--- src/rtl/cfg_scanner.sv ---
module cfg_scanner #(
  parameter int SLOTS  = 32,
  parameter int IDX_W  = 16,
  parameter int DATA_W = 32
) (
  input  logic              clk,
  input  logic              rst_n,
  input  logic              start,
  input  logic              mode,
  input  logic [DATA_W-1:0] match_val,
  input  logic [IDX_W-1:0]  index,
  output logic              rd_req,
  output logic [7:0]        rd_bus,
  output logic [7:0]        rd_devfn,
  output logic [7:0]        rd_offset,
  input  logic              rd_ack,
  input  logic [DATA_W-1:0] rd_data,
  output logic              busy,
  output logic              done,
  output logic [1:0]        status,
  output logic [7:0]        found_bus,
  output logic [7:0]        found_devfn
);
  localparam int SLOT_W = $clog2(SLOTS);
  localparam logic [SLOT_W-1:0] LAST = SLOT_W'(SLOTS - 1);

  typedef enum logic [1:0] {S_IDLE, S_REQ, S_CMP} state_t;

  state_t              state;
  logic                mode_q;
  logic [DATA_W-1:0]   key_q;
  logic [IDX_W-1:0]    idx_q;
  logic [IDX_W-1:0]    hits;
  logic [SLOT_W-1:0]   slot;
  logic [DATA_W-1:0]   data_q;

  wire accept  = start && state == S_IDLE;
  wire bad_ven = !mode && match_val[15:0] == 16'hFFFF;
  wire hit     = mode_q ? (data_q[DATA_W-1:8] == key_q[DATA_W-9:0]) : (data_q == key_q);

  assign busy      = state != S_IDLE;
  assign rd_req    = state == S_REQ;
  assign rd_bus    = 8'h00;
  assign rd_devfn  = 8'(slot) << 3;
  assign rd_offset = mode_q ? 8'h08 : 8'h00;
  assign found_bus = 8'h00;

  always_ff @(posedge clk) begin
    if (!rst_n) begin
      state       <= S_IDLE;
      mode_q      <= 1'b0;
      key_q       <= '0;
      idx_q       <= '0;
      hits        <= '0;
      slot        <= '0;
      data_q      <= '0;
      done        <= 1'b0;
      status      <= 2'b00;
      found_devfn <= 8'h00;
    end else begin
      done <= 1'b0;
      case (state)
        S_IDLE: if (accept) begin
          if (bad_ven) begin
            done   <= 1'b1;
            status <= 2'b10;
          end else begin
            mode_q <= mode;
            key_q  <= match_val;
            idx_q  <= index;
            hits   <= '0;
            slot   <= '0;
            state  <= S_REQ;
          end
        end
        S_REQ: if (rd_ack) begin
          data_q <= rd_data;
          state  <= S_CMP;
        end
        S_CMP: begin
          if (hit && hits == idx_q) begin
            done        <= 1'b1;
            status      <= 2'b00;
            found_devfn <= rd_devfn;
            state       <= S_IDLE;
          end else if (slot == LAST) begin
            done   <= 1'b1;
            status <= 2'b01;
            state  <= S_IDLE;
          end else begin
            if (hit) hits <= hits + 1'b1;
            slot  <= slot + 1'b1;
            state <= S_REQ;
          end
        end
        default: state <= S_IDLE;
      endcase
    end
  end
endmodule


--- config.mk ---
export PLATFORM = sky130hd
export DESIGN_NAME = cfg_scanner
export DESIGN_NICKNAME = d
export VERILOG_FILES = /design/src/rtl/cfg_scanner.sv
export SDC_FILE = /design/constraint.sdc
export NUM_CORES = 1
export LEC_CHECK = 0
export BUFFER_PORTS_ARGS = -buffer_cell sky130_fd_sc_hd__clkbuf_2
export CORE_UTILIZATION = 45
export CTS_BUF_LIST = sky130_fd_sc_hd__clkbuf_4 sky130_fd_sc_hd__clkbuf_8 sky130_fd_sc_hd__clkbuf_16
export DETAILED_ROUTE_END_ITERATION = 10
export PLACE_DENSITY = 0.71
export SETUP_SLACK_MARGIN = 0.2
export SLEW_MARGIN = 20
export SYNTH_ARGS = -nofsm -noshare
export SYNTH_HDL_FRONTEND = slang
export SYNTH_SLANG_ARGS = --single-unit
--- constraint.sdc ---
create_clock -name clk -period 2.15 [get_ports clk]
set_input_delay 0.43 -clock clk [delete_from_list [all_inputs] [get_ports clk]]
set_output_delay 0.43 -clock clk [all_outputs]
set_load 0.03 [all_outputs]
Word level (Yosys, flattened, before mapping)
Index checks and enable logic that the tools add are counted.
{"block": "word_totals", "ff_bits": 112, "output_inout_bits": 45, "word_cells": 71, "inputBits": 85}
{"block": "op_classes", "n_eq_ne": 15, "muxes": 29, "n_reduce_logical": 14, "bitwise": 1, "add_sub_neg": 2}
{"cell": "$mux 16", "n": 5}
{"cell": "$eq 32x32->1", "n": 1}
{"cell": "$pmux 16 s2", "n": 1}
{"cell": "$eq 24x24->1", "n": 1}
{"cell": "$mux 5", "n": 4}
{"cell": "$add 16x1->16 const B", "n": 1}
{"cell": "$eq 16x16->1", "n": 1}
{"cell": "$eq 16x16->1 const B", "n": 1}
{"cell": "$mux 2", "n": 7}
{"cell": "$ne 2x2->1 const B", "n": 6}
{"cell": "$pmux 5 s2", "n": 1}
{"cell": "$mux 1", "n": 7}
{"cell": "$pmux 2 s3", "n": 1}
{"cell": "$reduce_and 3->1", "n": 2}
{"cell": "$reduce_and 6->1", "n": 1}
{"cell": "$add 5x1->5 const B", "n": 1}
{"cell": "$eq 5x5->1 const B", "n": 1}
{"cell": "$reduce_and 5->1", "n": 1}
{"cell": "$mux 4", "n": 1}
{"cell": "$pmux 2 s2", "n": 1}
{"cell": "$reduce_and 2->1", "n": 2}
{"cell": "$reduce_and 4->1", "n": 1}
{"cell": "$reduce_bool 2->1", "n": 2}
{"cell": "$logic_and 1x1->1", "n": 3}
{"cell": "8 further kinds", "n": 8}

Logic depth before layout (Yosys ltp)
{"block": "logic_depth", "word_depth": 6, "depth_mapped": 9, "ltp_nobuf": 8}

Least setup slack after synthesis
OpenSTA, ideal clock, no wires.
{"block": "synth_path", "kind": "register to register", "start": "register slot[0]", "end": "register hits[5]", "t_arrival_ps": 2170, "required_ps": 2073, "setup_ps": 77, "synth_period_minus_slack_ps": 2247, "n_path_buf": 0, "path_slack_ps": -97, "path_stages_with_launch": 9, "path_cell_list": "dfxtp_1 -> ha_1 -> and3_1 -> ha_1 -> nand4b_1 -> nor2_1 -> a22oi_4 -> or4_1 -> a41oi_2"}
{"block": "synth_between", "elab_chain_cells": 3}
{"item": "from (decl)", "line": "34", "text": "logic [SLOT_W-1:0] slot;"}
{"item": "from (signal assigned)", "line": "92", "text": "slot <= slot + 1'b1;"}
{"item": "$eq 5x5->1", "line": "86", "text": "end else if (slot == LAST) begin"}
{"item": "$ne 2x2->1 (no source line)"}
{"item": "$reduce_and 6->1 (no source line)"}
{"item": "to (signal assigned)", "line": "91", "text": "if (hit) hits <= hits + 1'b1;"}
{"item": "to (decl)", "line": "33", "text": "logic [IDX_W-1:0] hits;"}
Every way passes these cells.
A chain may end at the register's enable or synchronous reset.

Worst setup path after layout
{"block": "layout_path", "start": "register key_q[16]", "end": "register hits[5]"}
{"block": "layout_between", "elab_chain_cells": 5, "elab_cells_between_ends": 7, "cone_classes": "eq/ne (4); mux (1); reduce/logical (2)"}
{"item": "from (decl)", "line": "31", "text": "logic [DATA_W-1:0] key_q;"}
{"item": "from (signal assigned)", "line": "69", "text": "key_q <= match_val;"}
{"item": "$eq 32x32->1 or $eq 24x24->1 (tied branches)", "line": "39", "text": "wire hit = mode_q ? (data_q[DATA_W-1:8] == key_q[DATA_W-9:0]) : (data_q == key_q);"}
{"item": "$mux 1 (*)", "line": "39"}
{"item": "$logic_and 1x1->1", "line": "81", "text": "if (hit && hits == idx_q) begin"}
{"item": "$ne 2x2->1 (no source line)"}
{"item": "$reduce_and 6->1 (no source line) (*)"}
Mark *: on every way between the ends. The rest lies on a longest branch, timed or not.

==> summary.txt <==
Synthesis
  – Post-synth EDFFs: 0
  – Synth top area cells: dfxtp_1 40%, nand2_1 12%, a21oi_1 7.6%
  – Cells after Synth: 700
  – Synthesis Warnings: 0
  – Post-synthesis sequential area ratio: 39.6%
  – Syn Std Cell Area: 0.00567 sq mm
  – FF+latch count, synth: 112
  – Post-synthesis simple-gate area fraction: 24.5%
  – Syn Area/Cell: 8.09 sq um
  – Top-count cell post-synth: nand2_1
  – Mux cell area share after synthesis: 1.24%
  – Yosys top cell by area: dfxtp_1
  – Compound-gate portion of the synthesized area: 15.2%
  – Library cells used by synthesis: 62
  – Post-synthesis xor/xnor area fraction: 11.3%
  – Synthesized-area fraction occupied by adder cells: 0.663%
  – Async set or reset register ratio after synthesis: 0%
  – Synth top area share: 39.6%
  – Ys flop type: dfxtp_1
  – Largest family of logic cells by synthesized area: simple AND/OR/NAND/NOR gates
  – Synth cell count leaders: 181 x nand2_1, 112 x dfxtp_1, 86 x a21oi_1

Cells and area
  – Layout area overhead: 32.4%
  – Util after Layout: 61.7%
  – Layout cells sized above 1: 34.4%
  – Fin nets: 934
  – Antenna diodes: 0
  – Fillers: 1049
  – Final std cells w/o fill: 1019
  – Design area: 0.00750 sq mm

Detailed routing
  – Via count: 5396
  – Drt drc: 0
  – Drt pass-1 iters: 5
  – WL final: 16600 microns
  – DRT iter0 DRCs: 309
  – Drt wl/cell: 16.3 microns
  – ANT nets after route: 0
  – Vias/cell: 5.30

Global route
  – Vias in the first global route: 5109
  – Grt met3 use: 3.55%
  – Met2 Use GR: 44.7%
  – Initial antenna violation count: 0
  – Gr usage total: 26.5%
  – Most Crowded Layer GR: met2
  – First-pass GRT wire length: 26300 microns
  – Grt met1 use: 34.0%
  – Largest net degree at the start of global routing: 91
  – Total grt overflow: 0

Floorplanning
  – Initial core utilization: 46.6%
  – Num rows: 40
  – Die width: 114 microns
  – Core ar.: 0.0122 sq mm
  – IO Count: 130
  – Die area: 0.0130 sq mm
  – Die Y: 114 microns

Setup path
  – Crit-path max FO: 4
  – Reg-to-Reg Start: key_q[16]
  – CP Class: flip-flop to flip-flop
  – R2r setup slk: -0.1 ns
  – Critical path capture point type: flip-flop
  – Worst Path Arrival: 2.54 ns
  – RR Endpoint: hits[5]
  – CP startpoint kind: flip-flop
  – CP Data Required Time: 2.44 ns
  – FF-to-FF path depth: 8

Clock tree
  – Clk buf depth: 2
  – Root Driver: clkbuf_16
  – CTS tree: yes
  – Cts bufs inserted: 9
  – Worst skew pair latency: 0.36 ns
  – Worst-path clk slew: 0.08 ns
  – CTS H-tree depth: 3
  – Cts hold-fix bufs: 0
  – Clock Sink Count: 112

Placed design
  – Area after DPL: 0.00665 sq mm
  – Port bufs: 100
  – Final GP Congestion: 0.925
  – Detailed Place HPWL: 12400 microns
  – Dpl cells: 988

Hold path
  – Hold Path End: data_q[24]
  – Hold Path Depth: 3
  – Worst min-delay path class: primary input to flip-flop
  – Hold path start: rd_data[24]

Timing
  – Final slew viol count: 0
  – Fin. Hold Viols: 0
  – RSZ-0062 raised after global routing: true
  – Setup violations, final: 19
  – Final Critical Period: 2.25 ns
  – Clock Skews: 0.0105 ns
  – Worst rel slew slack: 60.1%
  – Final critical-path share of the clock period: 105%
  – Worst Setup Slack, final: -0.0980 ns
  – Hold WS: 0.278 ns
  – Fmax: 445 MHz
  – Worst slew pin tran: 0.598 ns

Status
  – Failing checks: setup timing
  – Status: complete, but fails checks

Power
  – Power density over cell area: 698 mW/mm^2
  – Overall power: 5.24 mW
  – LEAKAGE: 3.20 nW
  – Worst VDD drop: 0.000420 V

Run
  – Max_cap viols: 0
==> worst max path at each step <==
stage | startpoint | endpoint | slack [ns] | cells after the start
floorplan | key_q[1] | hits[5] | 0.14 | 7
global placement | data_q[20] | hits[5] | -0.12 | 8
detailed placement | data_q[20] | hits[5] | -0.18 | 8
CTS | key_q[23] | slot[4] | -0.05 | 8
global route | key_q[16] | hits[5] | -0.17 | 8
finish | key_q[16] | hits[5] | -0.1 | 8
==> timing repair <==
item,in CTS,in global routing
pin swaps,19,8
setup buffers,10,3
setup endpoints to repair,31,30
resized for setup,62,35
cloned,1,1
==> layout by cell type, fill, tap and decap left out, types with 4 or more instances in the layout <==
master,Yosys,routed
xor2_1,49,39
nand2_1,181,181
clkbuf_16,0,9
nor3_1,5,4
nor4_1,21,13
xnor2_2,0,4
nor4_2,2,10
dfxtp_2,0,27
nand2b_1,5,5
clkbuf_2,0,100
a21oi_1,86,85
o21a_1,6,6
o2111ai_1,4,4
and3_1,7,6
nor2_1,17,16
buf_4,32,59
conb_1,1,29
inv_1,15,15
xnor2_1,24,17
nand4_1,12,12
nand3_1,14,14
xor2_2,0,10
o22ai_2,0,5
dfxtp_4,0,8
buf_6,0,7
mux2i_1,7,7
dfxtp_1,112,77
==> layer usage <==
layer / vias up / wire, microns
met1: 2534 / 7190
met5: - / 0
met4: 0 / 515
met3: 36 / 766
met2: 202 / 8140
li1: 2624 / -
==> state kept, by name, summed over array words and instances (netlist names), 2 cells and up <==
name	count
data_q	32
found_devfn	5
hits	16
idx_q	16
key_q	32
slot	5
state	2
status	2
==> where the power goes <==
group	switching (mW)	total (mW)	internal (mW)	leakage (nW)
Combinational	0.617	1.08	0.459	2.11
Clock	0.805	1.87	1.06	0.161
Sequential	0.119	2.29	2.18	0.930
Total	1.54	5.24	3.70	3.20
==> worst max-delay path: stages (launching register included) <==
cell and delay (ns):
dfxtp_2 0.34, xor2_1 0.20, nor4_2 0.33, nand4_1 0.19
nor4b_4 0.29, buf_4 0.17, a22oi_4 0.06, or4_4 0.42
a41oi_2 0.18
==> stage by stage <==
stage	setup slack [ns]	setup TNS (ns)
finish	-0.0980	-0.620
global route	-0.173	-2.36
CTS	-0.0501	-0.248
detailed placement	-0.178	-1.69
global placement	-0.120	-0.943
floorplan	0.135	0
==> cell families (layout without fill, tap and decap cells) <==
group | Yosys count | after routing
AND/OR/NAND/NOR | 288 | 288
adder cells (fa/ha/maj) | 3 | 3
other | 1 | 29
buffers and inverters | 80 | 203
AO/OA/AOI/OAI | 136 | 136
multiplexers | 7 | 7
flip-flops | 112 | 112
XOR/XNOR | 73 | 73
==> area by class of cell <==
type                            instances  area, sq um  area share [%]
Sequential cell                       112         2310            30.7
Multi-Input combinational cell        536         3480            46.4
Timing Repair Buffer                  171         1110            14.9
Tap cell                              168          210            2.80
Inverter                               16         60.1           0.801
Clock inverter                          6         90.1            1.20
Clock buffer                           10          239            3.19
Power figures use the tool's default switching activity.
